--- config.mk ---
export PLATFORM = sky130hd
export DESIGN_NAME = lap_view_top
export DESIGN_NICKNAME = d
export VERILOG_FILES = /design/src/rtl/lap_view_pkg.sv /design/src/rtl/lap_edge_detect.sv /design/src/rtl/lap_history.sv /design/src/rtl/lap_window_mux.sv /design/src/rtl/lap_view_top.sv
export SDC_FILE = /design/constraint.sdc
export NUM_CORES = 1
export LEC_CHECK = 0
export BUFFER_PORTS_ARGS = -buffer_cell sky130_fd_sc_hd__buf_4
export CAP_MARGIN = 20
export CORE_MARGIN = 2
export CORE_UTILIZATION = 44
export DETAILED_ROUTE_END_ITERATION = 12
export PLACE_DENSITY_LB_ADDON = 0.3
export SKIP_LAST_GASP = 1
export SLEW_MARGIN = 40
export SYNTH_ARGS = -nofsm -noshare
export SYNTH_HDL_FRONTEND = slang
export SYNTH_SLANG_ARGS = --single-unit
export TNS_END_PERCENT = 10
--- constraint.sdc ---
create_clock -name clk -period 15.46 [get_ports clk]
set_clock_uncertainty 0.2 [all_clocks]
set_input_delay 1.546 -clock clk [delete_from_list [all_inputs] [get_ports clk]]
set_output_delay 1.546 -clock clk [all_outputs]
set_load 0.05 [all_outputs]
--- src/rtl/lap_view_pkg.sv ---
package lap_view_pkg;

    localparam int DIGIT_W      = 4;
    localparam int NUM_DIGITS   = 10;
    localparam int FIELD_DIGITS = 2;
    localparam int WIN_FIELDS   = 2;
    localparam int HIST_DEPTH   = 4;

    localparam int TIME_W     = DIGIT_W * NUM_DIGITS;
    localparam int FIELD_W    = DIGIT_W * FIELD_DIGITS;
    localparam int WIN_W      = FIELD_W * WIN_FIELDS;
    localparam int NUM_FIELDS = NUM_DIGITS / FIELD_DIGITS;
    localparam int SEL_W      = $clog2(HIST_DEPTH);
    localparam int RANGE_W    = $clog2(NUM_FIELDS - WIN_FIELDS + 1);

    typedef logic [TIME_W-1:0]  time_t;
    typedef logic [WIN_W-1:0]   win_t;
    typedef logic [SEL_W-1:0]   lap_code_t;
    typedef logic [RANGE_W-1:0] range_t;

    typedef enum logic {
        VIEW_LAP  = 1'b0,
        VIEW_LIVE = 1'b1
    } view_e;

    typedef struct packed {
        view_e     view;
        lap_code_t lap_code;
        range_t    range;
    } view_cfg_t;

    // Reflected-code lap selector to age index (0 = newest).
    function automatic lap_code_t code_to_age(input lap_code_t code);
        lap_code_t age;
        age[SEL_W-1] = code[SEL_W-1];
        for (int i = SEL_W - 2; i >= 0; i--) begin
            age[i] = age[i+1] ^ code[i];
        end
        return age;
    endfunction

    // Two adjacent fields starting at the field picked by the range code.
    function automatic win_t window_of(input time_t t, input range_t r);
        time_t shifted;
        shifted = t >> (int'(r) * FIELD_W);
        return shifted[WIN_W-1:0];
    endfunction

endpackage

--- src/rtl/lap_edge_detect.sv ---
module lap_edge_detect (
    input  logic clk,
    input  logic rst,
    input  logic btn_i,
    output logic pulse_o
);
    logic smp_new_q;
    logic smp_old_q;

    always_ff @(posedge clk) begin
        if (rst) begin
            smp_new_q <= 1'b0;
            smp_old_q <= 1'b0;
        end else begin
            smp_new_q <= btn_i;
            smp_old_q <= smp_new_q;
        end
    end

    assign pulse_o = smp_new_q & ~smp_old_q;

    AST_PULSE_SINGLE: assert property (@(posedge clk) disable iff (rst)
        pulse_o |=> !pulse_o);

    AST_PULSE_FROM_BUTTON: assert property (@(posedge clk) disable iff (rst)
        $rose(pulse_o) |-> $past(btn_i));

endmodule

--- src/rtl/lap_history.sv ---
module lap_history
    import lap_view_pkg::*;
#(
    parameter int DEPTH = HIST_DEPTH,
    localparam int IDX_W = $clog2(DEPTH)
) (
    input  logic             clk,
    input  logic             rst,
    input  logic             cap_i,
    input  time_t            live_i,
    input  logic [IDX_W-1:0] rd_age_i,
    output time_t            rd_o
);
    time_t slot_q [DEPTH];

    for (genvar i = 0; i < DEPTH; i++) begin : g_slot
        if (i == 0) begin : g_head
            always_ff @(posedge clk) begin
                if (rst)        slot_q[0] <= '0;
                else if (cap_i) slot_q[0] <= live_i;
            end
            AST_NEWEST_LOADED: assert property (@(posedge clk) disable iff (rst)
                cap_i |=> slot_q[0] == $past(live_i));
        end else begin : g_tail
            always_ff @(posedge clk) begin
                if (rst)        slot_q[i] <= '0;
                else if (cap_i) slot_q[i] <= slot_q[i-1];
            end
            AST_AGE_SHIFT: assert property (@(posedge clk) disable iff (rst)
                cap_i |=> slot_q[i] == $past(slot_q[i-1]));
        end
        AST_IDLE_HOLD: assert property (@(posedge clk) disable iff (rst)
            !cap_i |=> $stable(slot_q[i]));
    end

    assign rd_o = slot_q[rd_age_i];

endmodule

--- src/rtl/lap_window_mux.sv ---
module lap_window_mux
    import lap_view_pkg::*;
(
    input  time_t     live_i,
    input  time_t     lap_i,
    input  view_cfg_t cfg_i,
    output win_t      digits_o
);
    time_t src;

    always_comb begin
        src = (cfg_i.view == VIEW_LIVE) ? live_i : lap_i;
        digits_o = window_of(src, cfg_i.range);
    end

endmodule

--- src/rtl/lap_view_top.sv ---
module lap_view_top
    import lap_view_pkg::*;
(
    input  logic        clk,
    input  logic        rst,
    input  logic        rec_btn_i,
    input  logic        view_live_i,
    input  logic [1:0]  lap_sel_i,
    input  logic [1:0]  range_sel_i,
    input  logic [39:0] live_time_i,
    output logic        capture_o,
    output logic [15:0] digits_o
);
    view_cfg_t cfg_q;
    time_t     lap_rd;
    lap_code_t age;

    always_ff @(posedge clk) begin
        if (rst) begin
            cfg_q <= '{view: VIEW_LAP, lap_code: '0, range: '0};
        end else begin
            cfg_q.view     <= view_e'(view_live_i);
            cfg_q.lap_code <= lap_sel_i;
            cfg_q.range    <= range_sel_i;
        end
    end

    assign age = code_to_age(cfg_q.lap_code);

    lap_edge_detect u_edge (
        .clk    (clk),
        .rst    (rst),
        .btn_i  (rec_btn_i),
        .pulse_o(capture_o)
    );

    lap_history #(.DEPTH(HIST_DEPTH)) u_hist (
        .clk     (clk),
        .rst     (rst),
        .cap_i   (capture_o),
        .live_i  (live_time_i),
        .rd_age_i(age),
        .rd_o    (lap_rd)
    );

    lap_window_mux u_mux (
        .live_i  (live_time_i),
        .lap_i   (lap_rd),
        .cfg_i   (cfg_q),
        .digits_o(digits_o)
    );

    AST_CFG_REGISTERED: assert property (@(posedge clk) disable iff (rst)
        !$stable(range_sel_i) |=> cfg_q.range == $past(range_sel_i));

    AST_LIVE_VIEW: assert property (@(posedge clk) disable iff (rst)
        (cfg_q.view == VIEW_LIVE && cfg_q.range == 2'b00) |-> digits_o == live_time_i[15:0]);

endmodule

# After elaboration in Yosys (flattened, before gate mapping)
# Memories as Yosys holds them, arrays and structs flattened.
# Cells that the tools add are included.
[word_totals]
reg_bits = 7
mem_bits_rw = 160
in_bits = 48
out_inout_bits = 17
wordCells = 24
n_memories = 1
[mem_list]
columns = ["name", "depth", "width", "rd", "rd_clocked_by_memory_dff", "wr", "line_no", "text"]
rows = [
  ["u_hist.slot_q", 4, 40, 4, 0, 4, "lap_history.sv:14", "time_t slot_q [DEPTH];"],
]
[op_classes]
n_shift = 1
n_mux = 10
bitwise = 7
[ops]
columns = ["op", "count"]
rows = [
  ["$mux 40", 5],
  ["$shr 40x5->16", 1],
  ["$mux 1", 5],
  ["$or 1x1->1", 4],
  ["$and 1x1->1", 1],
  ["$not 1->1", 1],
  ["$xor 1x1->1", 1],
]

# Depth between registers and ports, before layout
[logic_depth]
word_depth = 6
mapped_depth = 7
ltp_nobuf = 4

# Cells and area by module
# From an unflattened synthesis, not the netlist that was laid out.
[hier_totals]
cells_unflattened = 468
hier_area_um2 = 8391.8
[by_module_without_submodules]
columns = ["module", "instances", "cells_per_inst", "area_each_um2", "seq_area_each_um2"]
rows = [
  ["lap_history", 1, 404, 7397.1, 4804.6],
  ["lap_window_mux", 1, 48, 793.3, 0.0],
  ["lap_view_top", 1, 11, 140.1, 100.1],
  ["lap_edge_detect", 1, 5, 61.3, 40.0],
]

# Worst setup path before layout
# No wires, ideal clock.
[synth_timing]
path_type = "input to register"
start = "input rst"
end = "memory u_hist.slot_q[0][0] (netlist name), enable pin"
setup_time_ps = 548
arrival_time_ps = 5396
t_required_ps = 14712
setup_slack_ps = 9316
stages = 1
path_buffers = 0
cell_sequence = "nand2b_1"
[synth_lines]
columns = ["item", "line_no", "text"]
rows = [
  ["from (decl)", "lap_view_top.sv:5", "input logic rst,"],
  ["to (decl)", "lap_history.sv:14", ""],
]

# Final worst setup path
[layout_timing]
start = "register cfg_q[2] (netlist name)"
end = "output digits_o[3]"
[layout_via]
elab_chain_len = 4
[layout_lines]
columns = ["item", "line_no", "text"]
rows = [
  ["from (decl)", "lap_view_top.sv:14", "view_cfg_t cfg_q;"],
  ["from (signal assigned)", "lap_view_top.sv:20", "cfg_q <= '{view: VIEW_LAP, lap_code: '0, range: '0};"],
  ["$xor 1x1->1", "lap_view_pkg.sv:37", "age[i] = age[i+1] ^ code[i];"],
  ["$mem_v2 4x40", "n/a", ""],
  ["$mux 40", "lap_window_mux.sv:12", "src = (cfg_i.view == VIEW_LIVE) ? live_i : lap_i;"],
  ["$shr 40x5->16", "lap_view_pkg.sv:45", "shifted = t >> (int'(r) * FIELD_W);"],
  ["to (decl)", "lap_view_top.sv:12", "output logic [15:0] digits_o"],
]
# No other way between the ends.

==> run summary <==
Status: completed
Ys Warns: 0
Clk pwr share: 0.386
Combinational power share: 0.118
Seq/Total Area, Yosys: 0.6169
CTS tree: yes
Crit Path Category: flip-flop to output port
Drt total wl: 17.40 mm
Psw: 274.3 µW
Peak VDD IR: 0.00009170 V
Via/cell ratio: 5.503
First-pass GRT wire length: 27.99 mm
Fin nets: 707
GPL Wtd Cong: 0.8627
Power Internal: 809.7 µW
Total Power: 1084 µW
Met1 Track Usage GR: 0.2602
Port Buffer Count: 64
Syn Inst Count: 611
FP Rows: 49
Final hold vios: 0
Vias in the first global route: 5052
CP Launch Type: flip-flop
Final Cycle Share: 0.3066
Layout cells sized above 1: 0.1726
Power per cell area: 117.9 mW/mm²
Clk_lat worst skew: 420 ps
Post-synthesis cell type count: 28
Max-Cap Viols: 0
Max_slew headroom: 0.4891
Arrival time worst endpoint: 2990 ps
Critical path endpoint category: output port
Critical path's largest stage delay: 600 ps
Initial antenna violation count: 0
Power share of the sequential group: 0.496
RSZ-0062 raised after global routing: no
Num CTS Buffers: 17
Syn nets: 659
Dpl hpwl: 11.23 mm
Root buf cell: clkbuf_16
Core area: 0.01790 mm²
Final setup TNS: 0 ps
Crit path required time: 13710 ps
HP Class: flip-flop to flip-flop
H-Tree Depth: 4
Critical Path Slowest Stage Cell: buf_6
Fmax: 211.0 MHz
Area leader, netlist: edfxtp_1
Post-synth design cell area: 0.008015 mm²
Met3 Track Usage GR: 0.03280
Clock slew at reported path FFs: 70 ps
Met2 Track Usage GR: 0.2865
Initial core utilization: 0.4477
Slew @ Worst Pin: 763.5 ps
Critical path buffers and inverters: 2
DRT Pass-1 Iters: 5
Post-CTS sizing: 0
Number of synthesized flops with an enable pin: 160
Syn avg cell area: 13.12 µm²
# hold bufs at CTS: 0
Yosys top cell area share: 0.5994
Antenna Violating Nets Remaining: 0
Ports: 65
Switch share: 0.2531
Number of setup buffers added after CTS: 0
Ranking of synthesized cells by area: edfxtp_1 (60%), and2_1 (12%), mux2i_1 (8.0%), mux4_2 (2.0%), dfxtp_1 (1.7%)
CP Max Fanout: 57
Die H: 139.0 µm
Syn-to-layout area delta: 14.75%
Routed len/inst: 19.31 µm
Largest net degree at the start of global routing: 161
CP delay by family, top: compound AO/OA/AOI/OAI gates
FFs w/ async S/R, synth: 0
Post-synthesis register bit count: 167
Clock sinks: 167
Via count: 4958
Die X: 139.0 µm
GRT Util Overall: 0.1848
Tmin final: 4740 ps
ANT cells: 0
1st-iter DRT viols: 566
Setup Viol. Count Final: 0
Max-slew violation count: 0
DRC: 0
Total gr overflow: 0
Most frequent cells in the layout: and2_1 (160), edfxtp_1 (160), buf_4 (67)
Lkg Pwr: 0.003421 µW
Die Footprint: 0.01931 mm²
Top FF cell, synth: edfxtp_1
Cell chain of the critical path: buf_6, mux2i_1, a22oi_1, a21oi_1, a211oi_1, buf_4
GR peak layer: met2
Maximum clock insertion buffer count: 2
==> metal layers <==
metal | up-vias | part of all wire
li1 | 2320 | -
met1 | 2483 | 0.46
met2 | 131 | 0.47
met3 | 24 | 0.041
met4 | 0 | 0.026
met5 | - | 0
==> logic make-up after synthesis <==
group | after synthesis | synth area share
compound gates | 96 | 0.07556
buf+inv | 45 | 0.03621
flops | 167 | 0.6169
mux | 72 | 0.1029
simple gates | 231 | 0.1684
==> power by group through the flow <==
stage	Combinational [µW]	Clock (µW)	Sequential, µW
2_1_floorplan	88.1	0	546
3_3_place_gp	125	0	546
3_5_place_dp	128	0	547
4_1_cts	129	425	538
5_1_grt	137	441	541
6_report	128	418	538
==> layout make-up <==
type	count	area (µm²)
tap	229	286.5
timing repair buffer	72	579.3
fill	1578	8705
inverter	2	7.507
sequential	167	4950
multi-input combinational	399	2795
clock buffer	17	425.4
clock inverter	15	153.9
==> final timing paths <==
kind                     from              endpoint  slack (ps)  cells after the start
max reg2reg  u_edge.smp_old_q  u_hist.slot_q[3][15]       13390                      3
min          u_edge.smp_new_q      u_edge.smp_old_q         270                      1
min reg2reg  u_edge.smp_new_q      u_edge.smp_old_q         270                      1
max                  cfg_q[2]           digits_o[3]       10720                      6
==> synthesized netlist by cell type, types with 3 or more instances <==
cell type  instances
buf_2              8
edfxtp_1         160
clkbuf_2          11
nor2b_1           16
mux2i_1           64
o211ai_1           8
buf_4              4
mux4_2             7
a211oi_1          16
o21ai_0           13
nand2_1           23
o22ai_1           21
nand2b_1          11
and2_1           160
a21boi_0           3
o221ai_1           3
a21oi_1           24
dfxtp_1            7
a22oi_1            8
clkbuf_1           9
buf_6             11
nor2_1            18
==> through the flow <==
stage	hold WS [ps]	utilization	setup slack, ps	cells	area (µm²)
global placement	254.4	0.4784	10980	867	8564
floorplan	239.2	-	9316	611	8015
global route	305.1	0.5138	10570	901	9198
CTS	274.8	0.5136	10770	901	9195
finish	274.1	0.5138	10720	901	9198
detailed placement	262.1	0.4813	10970	869	8616
==> state kept, by name, indices dropped and copies added, names as in the netlist <==
| name | count |
|---|---|
| u_edge.smp_old_q | 1 |
| age | 1 |
| u_hist.slot_q | 160 |
| u_edge.smp_new_q | 1 |
| cfg_q | 4 |
Note: power is estimated with default switching activity, not from simulation.
